<file path="config.mk">
export PLATFORM = sky130hd
export DESIGN_NAME = rename_alias_map
export DESIGN_NICKNAME = d
export VERILOG_FILES = /design/src/rtl/rename_alias_pkg.sv /design/src/rtl/alias_src_lookup.sv /design/src/rtl/alias_next_state.sv /design/src/rtl/alias_snapshot_bank.sv /design/src/rtl/rename_alias_map.sv
export SDC_FILE = /design/constraint.sdc
export NUM_CORES = 1
export LEC_CHECK = 0
export BUFFER_PORTS_ARGS = -buffer_cell sky130_fd_sc_hd__buf_4
export CORE_MARGIN = 2
export CORE_UTILIZATION = 25
export DETAILED_ROUTE_END_ITERATION = 10
export PLACE_DENSITY = 0.5
export SLEW_MARGIN = 40
export SYNTH_ARGS = -nofsm -noshare
export SYNTH_HDL_FRONTEND = slang
export SYNTH_HIERARCHICAL = 1
export SYNTH_SLANG_ARGS = --single-unit
</file>
<file path="constraint.sdc">
create_clock -name clk -period 3.6 [get_ports clk]
set_clock_uncertainty 0.05 [all_clocks]
set_input_delay 0.72 -clock clk [delete_from_list [all_inputs] [get_ports clk]]
set_output_delay 0.72 -clock clk [all_outputs]
set_load 0.03 [all_outputs]
</file>
<file path="src/rtl/rename_alias_pkg.sv">
// Shared configuration, types and the retire-scrub helper for the rename alias map.
// Assumes ARCH_REGS and ROB_SLOTS are powers of two.
package rename_alias_pkg;
    localparam int ARCH_REGS = 8;
    localparam int ROB_SLOTS = 32;
    localparam int REN_W     = 4;
    localparam int NUM_CKPT  = 2;

    localparam int ARCH_BITS = $clog2(ARCH_REGS);
    localparam int SLOT_BITS = $clog2(ROB_SLOTS);
    localparam int CKPT_BITS = (NUM_CKPT > 1) ? $clog2(NUM_CKPT) : 1;

    typedef logic [ARCH_BITS-1:0] arch_t;
    typedef logic [SLOT_BITS-1:0] slot_t;

    // One map entry: committed when in_rob is 0 (slot then held at 0).
    typedef struct packed {
        logic  in_rob;
        slot_t slot;
    } ent_t;

    typedef ent_t [ARCH_REGS-1:0] map_t;

    // Return the entry of register r to committed if it still names slot s.
    function automatic map_t scrub_retire(map_t m, logic v, arch_t r, slot_t s);
        map_t o;
        o = m;
        if (v && m[r].in_rob && (m[r].slot == s)) begin
            o[r] = '0;
        end
        return o;
    endfunction
endpackage

</file>
<file path="src/rtl/alias_src_lookup.sv">
// Resolves one source operand per lane against the current map, with
// forwarding from earlier lanes of the same rename group.
// Assumes lane order is program order (lane 0 oldest).
module alias_src_lookup
    import rename_alias_pkg::*;
(
    input  map_t             cur_map,
    input  logic [REN_W-1:0] lane_v,
    input  logic [REN_W-1:0] dst_v,
    input  arch_t            dst   [REN_W],
    input  slot_t            slot  [REN_W],
    input  arch_t            src   [REN_W],
    output ent_t             res   [REN_W]
);
    for (genvar g = 0; g < REN_W; g++) begin : g_lane
        ent_t hit;
        // Latest earlier writer in the group overrides the stored entry.
        always_comb begin
            hit = cur_map[src[g]];
            for (int j = 0; j < g; j++) begin
                if (lane_v[j] && dst_v[j] && (dst[j] == src[g])) begin
                    hit = '{in_rob: 1'b1, slot: slot[j]};
                end
            end
        end
        assign res[g] = hit;
    end
endmodule

</file>
<file path="src/rtl/alias_next_state.sv">
// Computes the next map from the current map, a restore source, one retire
// and the group of renames. Reset-to-committed overrides everything,
// restore replaces the base and drops renames, rename beats retire.
module alias_next_state
    import rename_alias_pkg::*;
(
    input  map_t             cur_map,
    input  map_t             restore_map,
    input  logic             rec_restore,
    input  logic             rec_reset,
    input  logic             ret_v,
    input  arch_t            ret_dst,
    input  slot_t            ret_slot,
    input  logic [REN_W-1:0] lane_v,
    input  logic [REN_W-1:0] dst_v,
    input  arch_t            dst   [REN_W],
    input  slot_t            slot  [REN_W],
    output map_t             next_map
);
    // Apply base selection, retire scrub, renames in lane order, then clear.
    always_comb begin
        map_t work;
        work = rec_restore ? restore_map : cur_map;
        work = scrub_retire(work, ret_v, ret_dst, ret_slot);
        if (!rec_restore) begin
            for (int i = 0; i < REN_W; i++) begin
                if (lane_v[i] && dst_v[i]) begin
                    work[dst[i]] = '{in_rob: 1'b1, slot: slot[i]};
                end
            end
        end
        if (rec_reset) begin
            work = '0;
        end
        next_map = work;
    end
endmodule

</file>
<file path="src/rtl/alias_snapshot_bank.sv">
// Holds NUM_CKPT copies of the map. A capture stores the post-update map;
// untouched copies have retiring entries returned to committed.
// Assumes NUM_CKPT is a power of two so every select value is a real slot.
module alias_snapshot_bank
    import rename_alias_pkg::*;
(
    input  logic                 clk,
    input  logic                 rst_n,
    input  logic                 clear,
    input  logic                 take,
    input  logic [CKPT_BITS-1:0] take_sel,
    input  map_t                 next_map,
    input  logic                 ret_v,
    input  arch_t                ret_dst,
    input  slot_t                ret_slot,
    input  logic [CKPT_BITS-1:0] rd_sel,
    output map_t                 rd_map
);
    map_t snap_all [NUM_CKPT];

    for (genvar c = 0; c < NUM_CKPT; c++) begin : g_snap
        map_t snap_q;
        // Capture, clear or scrub this snapshot copy.
        always_ff @(posedge clk) begin
            if (!rst_n || clear) begin
                snap_q <= '0;
            end else if (take && (take_sel == CKPT_BITS'(c))) begin
                snap_q <= next_map;
            end else begin
                snap_q <= scrub_retire(snap_q, ret_v, ret_dst, ret_slot);
            end
        end
        assign snap_all[c] = snap_q;
    end

    assign rd_map = snap_all[rd_sel];
endmodule

</file>
<file path="src/rtl/rename_alias_map.sv">
// Top of the rename alias map: per-architectural-register location of the
// newest value, group rename with in-group forwarding, retire release,
// snapshot capture and restore/reset recovery. Lookups are combinational;
// map updates land on the next rising edge.
module rename_alias_map
    import rename_alias_pkg::*;
(
    input  logic                       clk,
    input  logic                       rst_n,
    input  logic [REN_W-1:0]           ren_valid,
    input  logic [REN_W-1:0]           ren_dst_valid,
    input  logic [REN_W*ARCH_BITS-1:0] ren_dst,
    input  logic [REN_W*SLOT_BITS-1:0] ren_slot,
    input  logic [REN_W*ARCH_BITS-1:0] ren_src_a,
    input  logic [REN_W*ARCH_BITS-1:0] ren_src_b,
    output logic [REN_W-1:0]           src_a_rob,
    output logic [REN_W*SLOT_BITS-1:0] src_a_slot,
    output logic [REN_W-1:0]           src_b_rob,
    output logic [REN_W*SLOT_BITS-1:0] src_b_slot,
    output logic                       ren_stall,
    input  logic                       ret_valid,
    input  logic [ARCH_BITS-1:0]       ret_dst,
    input  logic [SLOT_BITS-1:0]       ret_slot,
    input  logic                       ckpt_take,
    input  logic [CKPT_BITS-1:0]       ckpt_sel,
    input  logic                       rec_restore,
    input  logic [CKPT_BITS-1:0]       rec_sel,
    input  logic                       rec_reset
);
    arch_t dst_u   [REN_W];
    arch_t src_a_u [REN_W];
    arch_t src_b_u [REN_W];
    slot_t slot_u  [REN_W];
    ent_t  res_a   [REN_W];
    ent_t  res_b   [REN_W];

    map_t map_q;
    map_t next_map;
    map_t restore_map;

    for (genvar g = 0; g < REN_W; g++) begin : g_io
        assign dst_u[g]   = ren_dst  [g*ARCH_BITS +: ARCH_BITS];
        assign src_a_u[g] = ren_src_a[g*ARCH_BITS +: ARCH_BITS];
        assign src_b_u[g] = ren_src_b[g*ARCH_BITS +: ARCH_BITS];
        assign slot_u[g]  = ren_slot [g*SLOT_BITS +: SLOT_BITS];
        assign src_a_rob[g]                         = res_a[g].in_rob;
        assign src_a_slot[g*SLOT_BITS +: SLOT_BITS] = res_a[g].slot;
        assign src_b_rob[g]                         = res_b[g].in_rob;
        assign src_b_slot[g*SLOT_BITS +: SLOT_BITS] = res_b[g].slot;
    end

    assign ren_stall = rec_restore | rec_reset;

    alias_src_lookup u_look_a (
        .cur_map (map_q),
        .lane_v  (ren_valid),
        .dst_v   (ren_dst_valid),
        .dst     (dst_u),
        .slot    (slot_u),
        .src     (src_a_u),
        .res     (res_a)
    );

    alias_src_lookup u_look_b (
        .cur_map (map_q),
        .lane_v  (ren_valid),
        .dst_v   (ren_dst_valid),
        .dst     (dst_u),
        .slot    (slot_u),
        .src     (src_b_u),
        .res     (res_b)
    );

    alias_next_state u_next (
        .cur_map     (map_q),
        .restore_map (restore_map),
        .rec_restore (rec_restore),
        .rec_reset   (rec_reset),
        .ret_v       (ret_valid),
        .ret_dst     (ret_dst),
        .ret_slot    (ret_slot),
        .lane_v      (ren_valid),
        .dst_v       (ren_dst_valid),
        .dst         (dst_u),
        .slot        (slot_u),
        .next_map    (next_map)
    );

    alias_snapshot_bank u_bank (
        .clk      (clk),
        .rst_n    (rst_n),
        .clear    (rec_reset),
        .take     (ckpt_take),
        .take_sel (ckpt_sel),
        .next_map (next_map),
        .ret_v    (ret_valid),
        .ret_dst  (ret_dst),
        .ret_slot (ret_slot),
        .rd_sel   (rec_sel),
        .rd_map   (restore_map)
    );

    // Live map register.
    always_ff @(posedge clk) begin
        if (!rst_n) begin
            map_q <= '0;
        end else begin
            map_q <= next_map;
        end
    end
endmodule

</file>
# == Word level (Yosys, flattened, before mapping) ==
# Index checks and enable logic that the tools add are counted.
# W data, S select, Z words.
# totals
ff_bits,144
out_inout_bits,49
# op_classes
n_lt_le_gt_ge,19
eq_ne,15
muxes,66
n_bitwise,7
reduce_logical,33
# op_table
operator,count
$mux W48,18
$bmux W6 S3,11
$bwmux W48,4
$mux W6,28
$and A48 B48 Y48,3
$demux W6 S3,5
$lt A3 B4 Y1 const B,13
$not A48 Y48,1
$eq A3 B3 Y1,12
$logic_and A1 B1 Y1,29
$eq A5 B5 Y1,3
$ge A3 B1 Y1 const B,5
$reduce_bool A2 Y1,2
$ge A2 B2 Y1 const B,1
$not A1 Y2,1
$logic_not A1 Y1,1
$logic_or A1 B1 Y1,1
$not A1 Y1,1
$or A1 B1 Y1,1

# == Depth between registers and ports, before layout ==
# Gate-level depths: netlist of run 1.
# depth
word_depth,24
depth_mapped,14
ltp_nobuf,10

# == Cells and area by module ==
# Netlist of run 1, hierarchy kept.
# by_module_without_submodules
mod,instances,cells_each,area_each_um2,seq_area_each_um2
alias_snapshot_bank,1,575,5208.7,1921.8
alias_src_lookup,2,174,2133.3,0.0
alias_next_state,1,661,4013.8,0.0
rename_alias_map,1,102,1337.5,960.9

# == Least setup slack after synthesis of run 1 ==
# Ideal clock, no wire load.
# synth_timing
path_kind,input to register
from,input port rec_sel
to,register u_bank/g_snap[0].snap_q[3] (netlist bit)
t_arrival_ns,3.712
setup_slack_ns,-0.241
cell_stages,14
path_cell_list,clkbuf_1 -> buf_1 -> mux2_2 -> mux2i_1 -> o22ai_1 -> nor4_1 -> xnor2_1 -> nor4_2 -> and4bb_1 -> buf_4 -> buf_6 -> a311oi_1 -> mux2i_1 -> nor3_1
# synth_lines
item,line,text
"start, declared",rename_alias_map.sv:27,"input logic [CKPT_BITS-1:0] rec_sel,"
"end signal, assigned",alias_snapshot_bank.sv:28,snap_q <= next_map;
"end signal, assigned",alias_snapshot_bank.sv:30,"snap_q <= scrub_retire(snap_q, ret_v, ret_dst, ret_slot);"
"end, declared",alias_snapshot_bank.sv:22,map_t snap_q;

==> results of run 1 <==
[cells in the final DEF (no fill, tap or decap), drive strengths merged, types with 4 or more instances in the layout]
| cell type | n |
|---|---|
| buf | 336 |
| nand2 | 240 |
| mux2i | 158 |
| dfxtp | 144 |
| o21ai | 120 |
| nor2 | 104 |
| mux4 | 100 |
| mux2 | 78 |
| nor3 | 56 |
| and2 | 50 |
| o211ai | 43 |
| o22ai | 42 |
| nor4 | 42 |
| a21oi | 40 |
| a22oi | 39 |
| xor2 | 36 |
| a211oi | 30 |
| a311oi | 25 |
| nand3 | 24 |
| clkbuf | 21 |
| or2 | 19 |
| o31a | 16 |
| nand2b | 14 |
| a31oi | 13 |
| a221oi | 10 |
| inv | 10 |
| or3 | 9 |
| xnor2 | 9 |
| nand3b | 9 |
| nor2b | 8 |
| and3 | 6 |
| or4 | 6 |
| a32o | 6 |
| nand4 | 6 |
| nor3b | 6 |
| a41oi | 5 |
| and3b | 4 |
| o221ai | 4 |
| clkinv | 4 |
[what timing repair did]
item | in CTS | in global routing
setup buffers | 0 | 1
cloned | 0 | 1
gates resized for setup | 19 | 36
pin swaps | 0 | 5
endpoints found under the setup margin | 53 | 81
hold buffers | 0 | 0
[flip-flops by register name, summed over array words and instances, names as in the netlist]
| name | flops |
|---|---|
| map_q | 48 |
| u_bank/g_snap.snap_q | 96 |
[final cells by class]
| type | instances | area [sq um] | area share |
|---|---|---|---|
| diodes | 1 | 2.502 | 0.0001344 |
| clock buffers | 20 | 446.7 | 0.02400 |
| clock inverters | 10 | 137.6 | 0.007394 |
| inverters | 9 | 33.78 | 0.001815 |
| multi-input cells | 1395 | 11450 | 0.6149 |
| flip-flops and latches | 144 | 2883 | 0.1549 |
| well taps | 773 | 967.2 | 0.05196 |
| repair buffers | 337 | 2696 | 0.1449 |
[tightest hold or removal path: stages (launching register included)]
cell	delay (ps)
dfxtp_1	320
nand2_1	60
o21ai_1	50
[how the worst max path moves through the flow]
stage | end | slack [ps] | cells after the start
after detailed placement | u_bank/g_snap[0].snap_q[4] | -810 | 13
after floorplan | u_bank/g_snap[0].snap_q[3] | 40 | 14
final | u_bank/g_snap[0].snap_q[14] | -30 | 14
after CTS | u_bank/g_snap[0].snap_q[10] | 6 | 14
after global placement | u_bank/g_snap[0].snap_q[4] | -720 | 13
after global routing | u_bank/g_snap[0].snap_q[14] | -60 | 14
[synthesized netlist by cell type, drive strengths merged (8+ instances only)]
cell    count
a211oi     30
xor2       36
a22oi      39
o31a       16
dfxtp     144
o211ai     43
xnor2       9
nand3      24
and2       50
nand2b     14
o21ai     120
or2        19
a311oi     25
inv         9
a221oi     10
nor2      104
mux4      100
o22ai      42
mux2i     158
clkbuf     67
a21oi      40
nand3b      9
a31oi      13
or3         9
nand2     240
nor3       56
nor4       42
mux2       78
nor2b       8
buf        71
[report_power, final]
| part | switching, mW | total [mW] | internal, mW | leakage (nW) |
|---|---|---|---|---|
| Combinational | 0.850 | 1.41 | 0.556 | 5.55 |
| Sequential | 0.0822 | 1.70 | 1.62 | 1.16 |
| Clock | 0.756 | 1.86 | 1.10 | 0.282 |
[cell families after synthesis]
| kind of cell | count (synthesis) |
|---|---|
| buffers and inverters | 147 |
| flip-flops | 144 |
| XOR/XNOR | 45 |
| AO/OA/AOI/OAI | 404 |
| AND/OR/NAND/NOR | 610 |
| multiplexers | 336 |
[routing by layer]
| metal | vias to the layer above | GRT usage |
|---|---|---|
| li1 | 6931 | - |
| met1 | 7737 | 0.3268 |
| met2 | 1082 | 0.3798 |
| met3 | 190 | 0.05774 |
| met4 | 4 | 0.09052 |
| met5 | - | 0 |
[metrics by stage]
step | TNS (ps) | worst slack [ps]
2_1_floorplan | 0 | 37.26
3_3_place_gp | -44160 | -719.1
3_5_place_dp | -54190 | -806.2
4_1_cts | 0 | 6.148
5_1_grt | -298.0 | -59.87
6_report | -110.9 | -29.67
==> flow_summary.yaml, run 1 <==
route:
  wl_mm: 77.18
  dr_wl_met2_mm: 33.82
  wl_met1_mm: 32.45
  vias: 15940
  vias_per_cell: 5.929
  first_iter_violations: 1896
  first_pass_iters: 6
  antenna_left: 0
  drc: 0
  wl_met3_mm: 7.889
  wl_per_cell_um: 28.70
  highest_layer: "met5"
logic_synthesis:
  synth-xor-area-share: 0.02658
  yosys.area_share.simple: 0.2127
  synth_edf_count: 0
  synth-seq-cells: 144
  synth-compound-area-share: 0.1819
  yosysSeqAreaShare: 0.1944
  ys_warn_count: 6
  yosys.area_share.adder: 0
  ys.flop_type: "dfxtp_1"
  syn_area_sq_um: 14830
  synth_top_family_by_area: "multiplexers"
  netlist_top_cells_area: "dfxtp_1, mux2i_1, mux4_2, mux4_1, nand2_1"
  synth_top_cell_area_share: 0.1944
  yosysTopAreaCell: "dfxtp_1"
  synth.avg_cell_area_sq_um: 8.794
  synthArstFlopShare: 0
  syn-num-nets: 1766
  synth_cell_types: 70
  syn_inst: 1686
  muxShareOfSynthArea: 0.3274
critical_path:
  slowest_delay_ps: 400
  critPathLaunch: "rec_sel"
  cp_top_family: "simple AND/OR/NAND/NOR gates"
  reg2regPathDepth: 12
  timing.reg2reg.setup_slack_ps: 350
  crit_path_top_delay_cell: "mux2_2"
  r2r-end: "u_bank/g_snap[0].snap_q[14]"
  path_cells: "buf_4 > buf_12 > mux2_2 > mux2i_2 > o22ai_1 > nor4_2 > xnor2_1 > nor4_2 > and4bb_2 > buf_6 > buf_4 > a311oi_2 > mux2i_1 > nor3_1"
  crit_type: "in -> reg"
  path_max_fanout: 13
  worstPathRequired_ps: 3860
  crit_path_start_kind: "input pin"
  path_buf_inv: 4
  end_kind: "flip-flop"
  r2r-start: "u_bank/g_snap[1].snap_q[7]"
  worstPathArrival_ps: 3890
cts:
  clkSinkCount: 144
  cts-root-buf: "clkbuf_16"
  insertion_delay_ps: 440
  htreeDepth: 4
  clk_pin_slew_ps: 60
  max-clock-path-buffers: 2
  tritoncts: "built"
  numCtsBuffers: 17
min_path:
  whs_path_depth: 2
  worstHoldEndpoint: "u_bank/g_snap[0].snap_q[39]"
  hp-class: "reg -> reg"
  min_from: "u_bank/g_snap[0].snap_q[39]"
die:
  die_w_um: 247.5
  die-area_sq_um: 61270
  start_util: 0.2522
  fp-row-count: 89
  num_io_pins: 129
  dieHeight_um: 247.5
  core_sq_um: 58800
timing:
  max_freq_mhz: 275.5
  tightest_slew_ps: 861.4
  hold_viol_final: 0
  min_period_ps: 3630
  rsz0062_at_grt: "yes"
  fin_crit_sh: 1.008
  maxSlewHeadroom: 0.4182
  slew_violations: 0
  fin_hold_ws_ps: 418.8
  setup_ws_ps: -29.67
  setup_viol: 7
cells_and_area:
  fin_cells: 2689
  final_nets: 1984
  syn2layout_area_growth_pct: 25.54
  layout-drive-gt1-share: 0.3185
  fin_util: 0.3166
  fin_area_sq_um: 18610
  nFillCells: 6162
global_routing:
  grt_pass1_vias: 15160
  grt_usage: 0.2439
  grt_overflow: 0
  grt_max_degree: 50
  grt_pass1_wl_mm: 109.0
  antenna_found_initial: 2
outcome:
  status: "complete, but fails checks"
  violations: "negative setup slack"
power:
  p_total_mw: 4.963
  vdd_drop_max_v: 0.0003087
  static-leakage-power_nw: 6.996
  power_density_nw_per_um2: 266.6
placed_design:
  hpwl_mm: 57.47
  placedCellCount: 2656
  portBuffers: 128
  placed_area_sq_um: 17670
  routabilityCongestion: 0.9909
run:
  maxCapViolCount: 0
Power figures use the tool's default switching activity.
==> inputs of run 2 (changes only) <==
--- a/config.mk
+++ b/config.mk
@@ -9,7 +9,7 @@
 export CORE_MARGIN = 2
 export CORE_UTILIZATION = 25
 export DETAILED_ROUTE_END_ITERATION = 10
-export PLACE_DENSITY = 0.5
+export PLACE_DENSITY = 0.52
 export SLEW_MARGIN = 40
 export SYNTH_ARGS = -nofsm -noshare
 export SYNTH_HDL_FRONTEND = slang
==> flow_summary.yaml, run 2 (same netlist as run 1, synthesis figures left out) <==
outcome:
  status: "complete, but fails checks"
  violations: "negative setup slack"
cts:
  insertion_delay_ps: 440
  numCtsBuffers: 17
  max-clock-path-buffers: 2
  clkSinkCount: 144
  htreeDepth: 4
  cts-root-buf: "clkbuf_16"
  cts_setup_buffers: 0
  tritoncts: "built"
  clk_pin_slew_ps: 60
route:
  wl_per_cell_um: 28.58
  first_iter_violations: 2206
  vias_per_cell: 5.968
  vias: 15990
  first_pass_iters: 6
  drc: 0
  antenna_left: 0
  wl_mm: 76.58
critical_path:
  worstPathArrival_ps: 3930
  path_max_fanout: 26
  end_kind: "flip-flop"
  r2r-start: "map_q[45]"
  timing.reg2reg.setup_slack_ps: 280
  crit_path_start_kind: "input pin"
  crit_type: "in -> reg"
  critPathLaunch: "rec_sel"
  worstPathRequired_ps: 3920
placed_design:
  pre_cts_ws_ps: -660.3
  portBuffers: 128
  hpwl_mm: 56.98
  placedCellCount: 2647
  placed_area_sq_um: 17640
  routabilityCongestion: 0.9948
timing:
  fin_hold_ws_ps: 425.8
  setup_ws_ps: -18.28
  setup_viol: 1
  maxSlewHeadroom: 0.3960
  rsz0062_at_grt: "yes"
  fin_setup_tns_ps: -18.28
  hold_viol_final: 0
  slew_violations: 0
  fin_crit_sh: 1.005
  tightest_slew_ps: 894.3
  min_period_ps: 3618
  max_freq_mhz: 276.4
run:
  maxCapViolCount: 0
die:
  start_util: 0.2522
  dieHeight_um: 247.5
  fp-row-count: 89
  die_w_um: 247.5
  die-area_sq_um: 61270
  core_sq_um: 58800
  num_io_pins: 129
cells_and_area:
  largest_register_ffs: 96
  top_register: "u_bank/g_snap.snap_q"
  final_cell_mix: "buf_4, nand2_1, mux2i_1"
  reg.largest.list: "u_bank/g_snap.snap_q x96, map_q x48"
  multiInputGateArea_sq_um: 11350
  nFillCells: 6175
  final_nets: 1973
  layout-drive-gt1-share: 0.3092
  regArea_sq_um: 2884
  fin_area_sq_um: 18510
  fin_util: 0.3148
  syn2layout_area_growth_pct: 24.84
  fin_cells: 2680
  final_common_cell: "buf_4"
min_path:
  min_from: "u_bank/g_snap[0].snap_q[47]"
  hp-class: "reg -> reg"
power:
  power_density_nw_per_um2: 275.1
  combPwrFrac: 0.272
  switching_share: 0.3300
  static-leakage-power_nw: 6.982
  pwr-share-clk: 0.394
  p_total_mw: 5.092
  p_int_mw: 3.412
  seqPwrFrac: 0.334
  vdd_drop_max_v: 0.0003128
  power.switching_mw: 1.681
global_routing:
  grt_pass1_vias: 15240
  grt_overflow: 0
  grt_pass1_wl_mm: 108.7
  antenna_found_initial: 2
  grt_usage: 0.2434
  grt_max_degree: 50
## run 2: cell types whose count changed in the layout (fill, tap and decap cells not counted), sizes merged
cell      previous run  this run
clkinv               4         3
diode                1         2
bufinv               3         5
clkbuf              21        19
clkinvlp             2         3
buf                336       326
## run 2: critical path, cell delays in order
cell	delay, ps
buf_4	130
buf_12	200
mux2_2	410
mux2i_2	270
o22ai_1	130
nor4_1	420
xnor2_1	230
nor4_2	80
and4bb_2	300
buf_4	200
a311oi_1	510
mux2i_1	160
nor3_1	140
## run 2: final timing paths
check,endpoint,cells after the start
setup / recovery,u_bank/g_snap[0].snap_q[13],13
hold / removal,u_bank/g_snap[0].snap_q[47],2
setup reg to reg,u_bank/g_snap[0].snap_q[13],10
hold reg to reg,u_bank/g_snap[0].snap_q[47],2
## run 2: power by group through the flow
stage / clock [mW] / combinational (mW) / sequential, mW
2_1_floorplan: 0 / 0.804 / 1.68
3_3_place_gp: 0 / 1.32 / 1.73
3_5_place_dp: 0 / 1.32 / 1.73
4_1_cts: 2.03 / 1.34 / 1.69
5_1_grt: 2.10 / 1.45 / 1.70
6_report: 2.01 / 1.39 / 1.70
## run 2: timing repair
item | in CTS | in global routing
setup endpoints to repair | 21 | 27
pin swaps | 0 | 2
hold buffers | 0 | 0
gates resized for setup | 15 | 19
## run 2: layout make-up
type	count	share of cell area
tap	773	0.05225
clock buffer	19	0.02393
antenna	2	0.0002704
inverter	9	0.001825
sequential	144	0.1558
clock inverter	12	0.01122
timing repair buffer	326	0.1412
multi-input combinational	1395	0.6135
## run 2: per-layer routing
layer  routed length (um)  global-route usage  vias up  part of all wire
met2                33150              0.3679     1087              0.43
li1                     -                   -     6894                 -
met4                 3309              0.1037        2             0.043
met3                 8000             0.05158      178              0.10
met1                32100              0.3335     7832              0.42
met5                   16            0.004769        -           0.00021
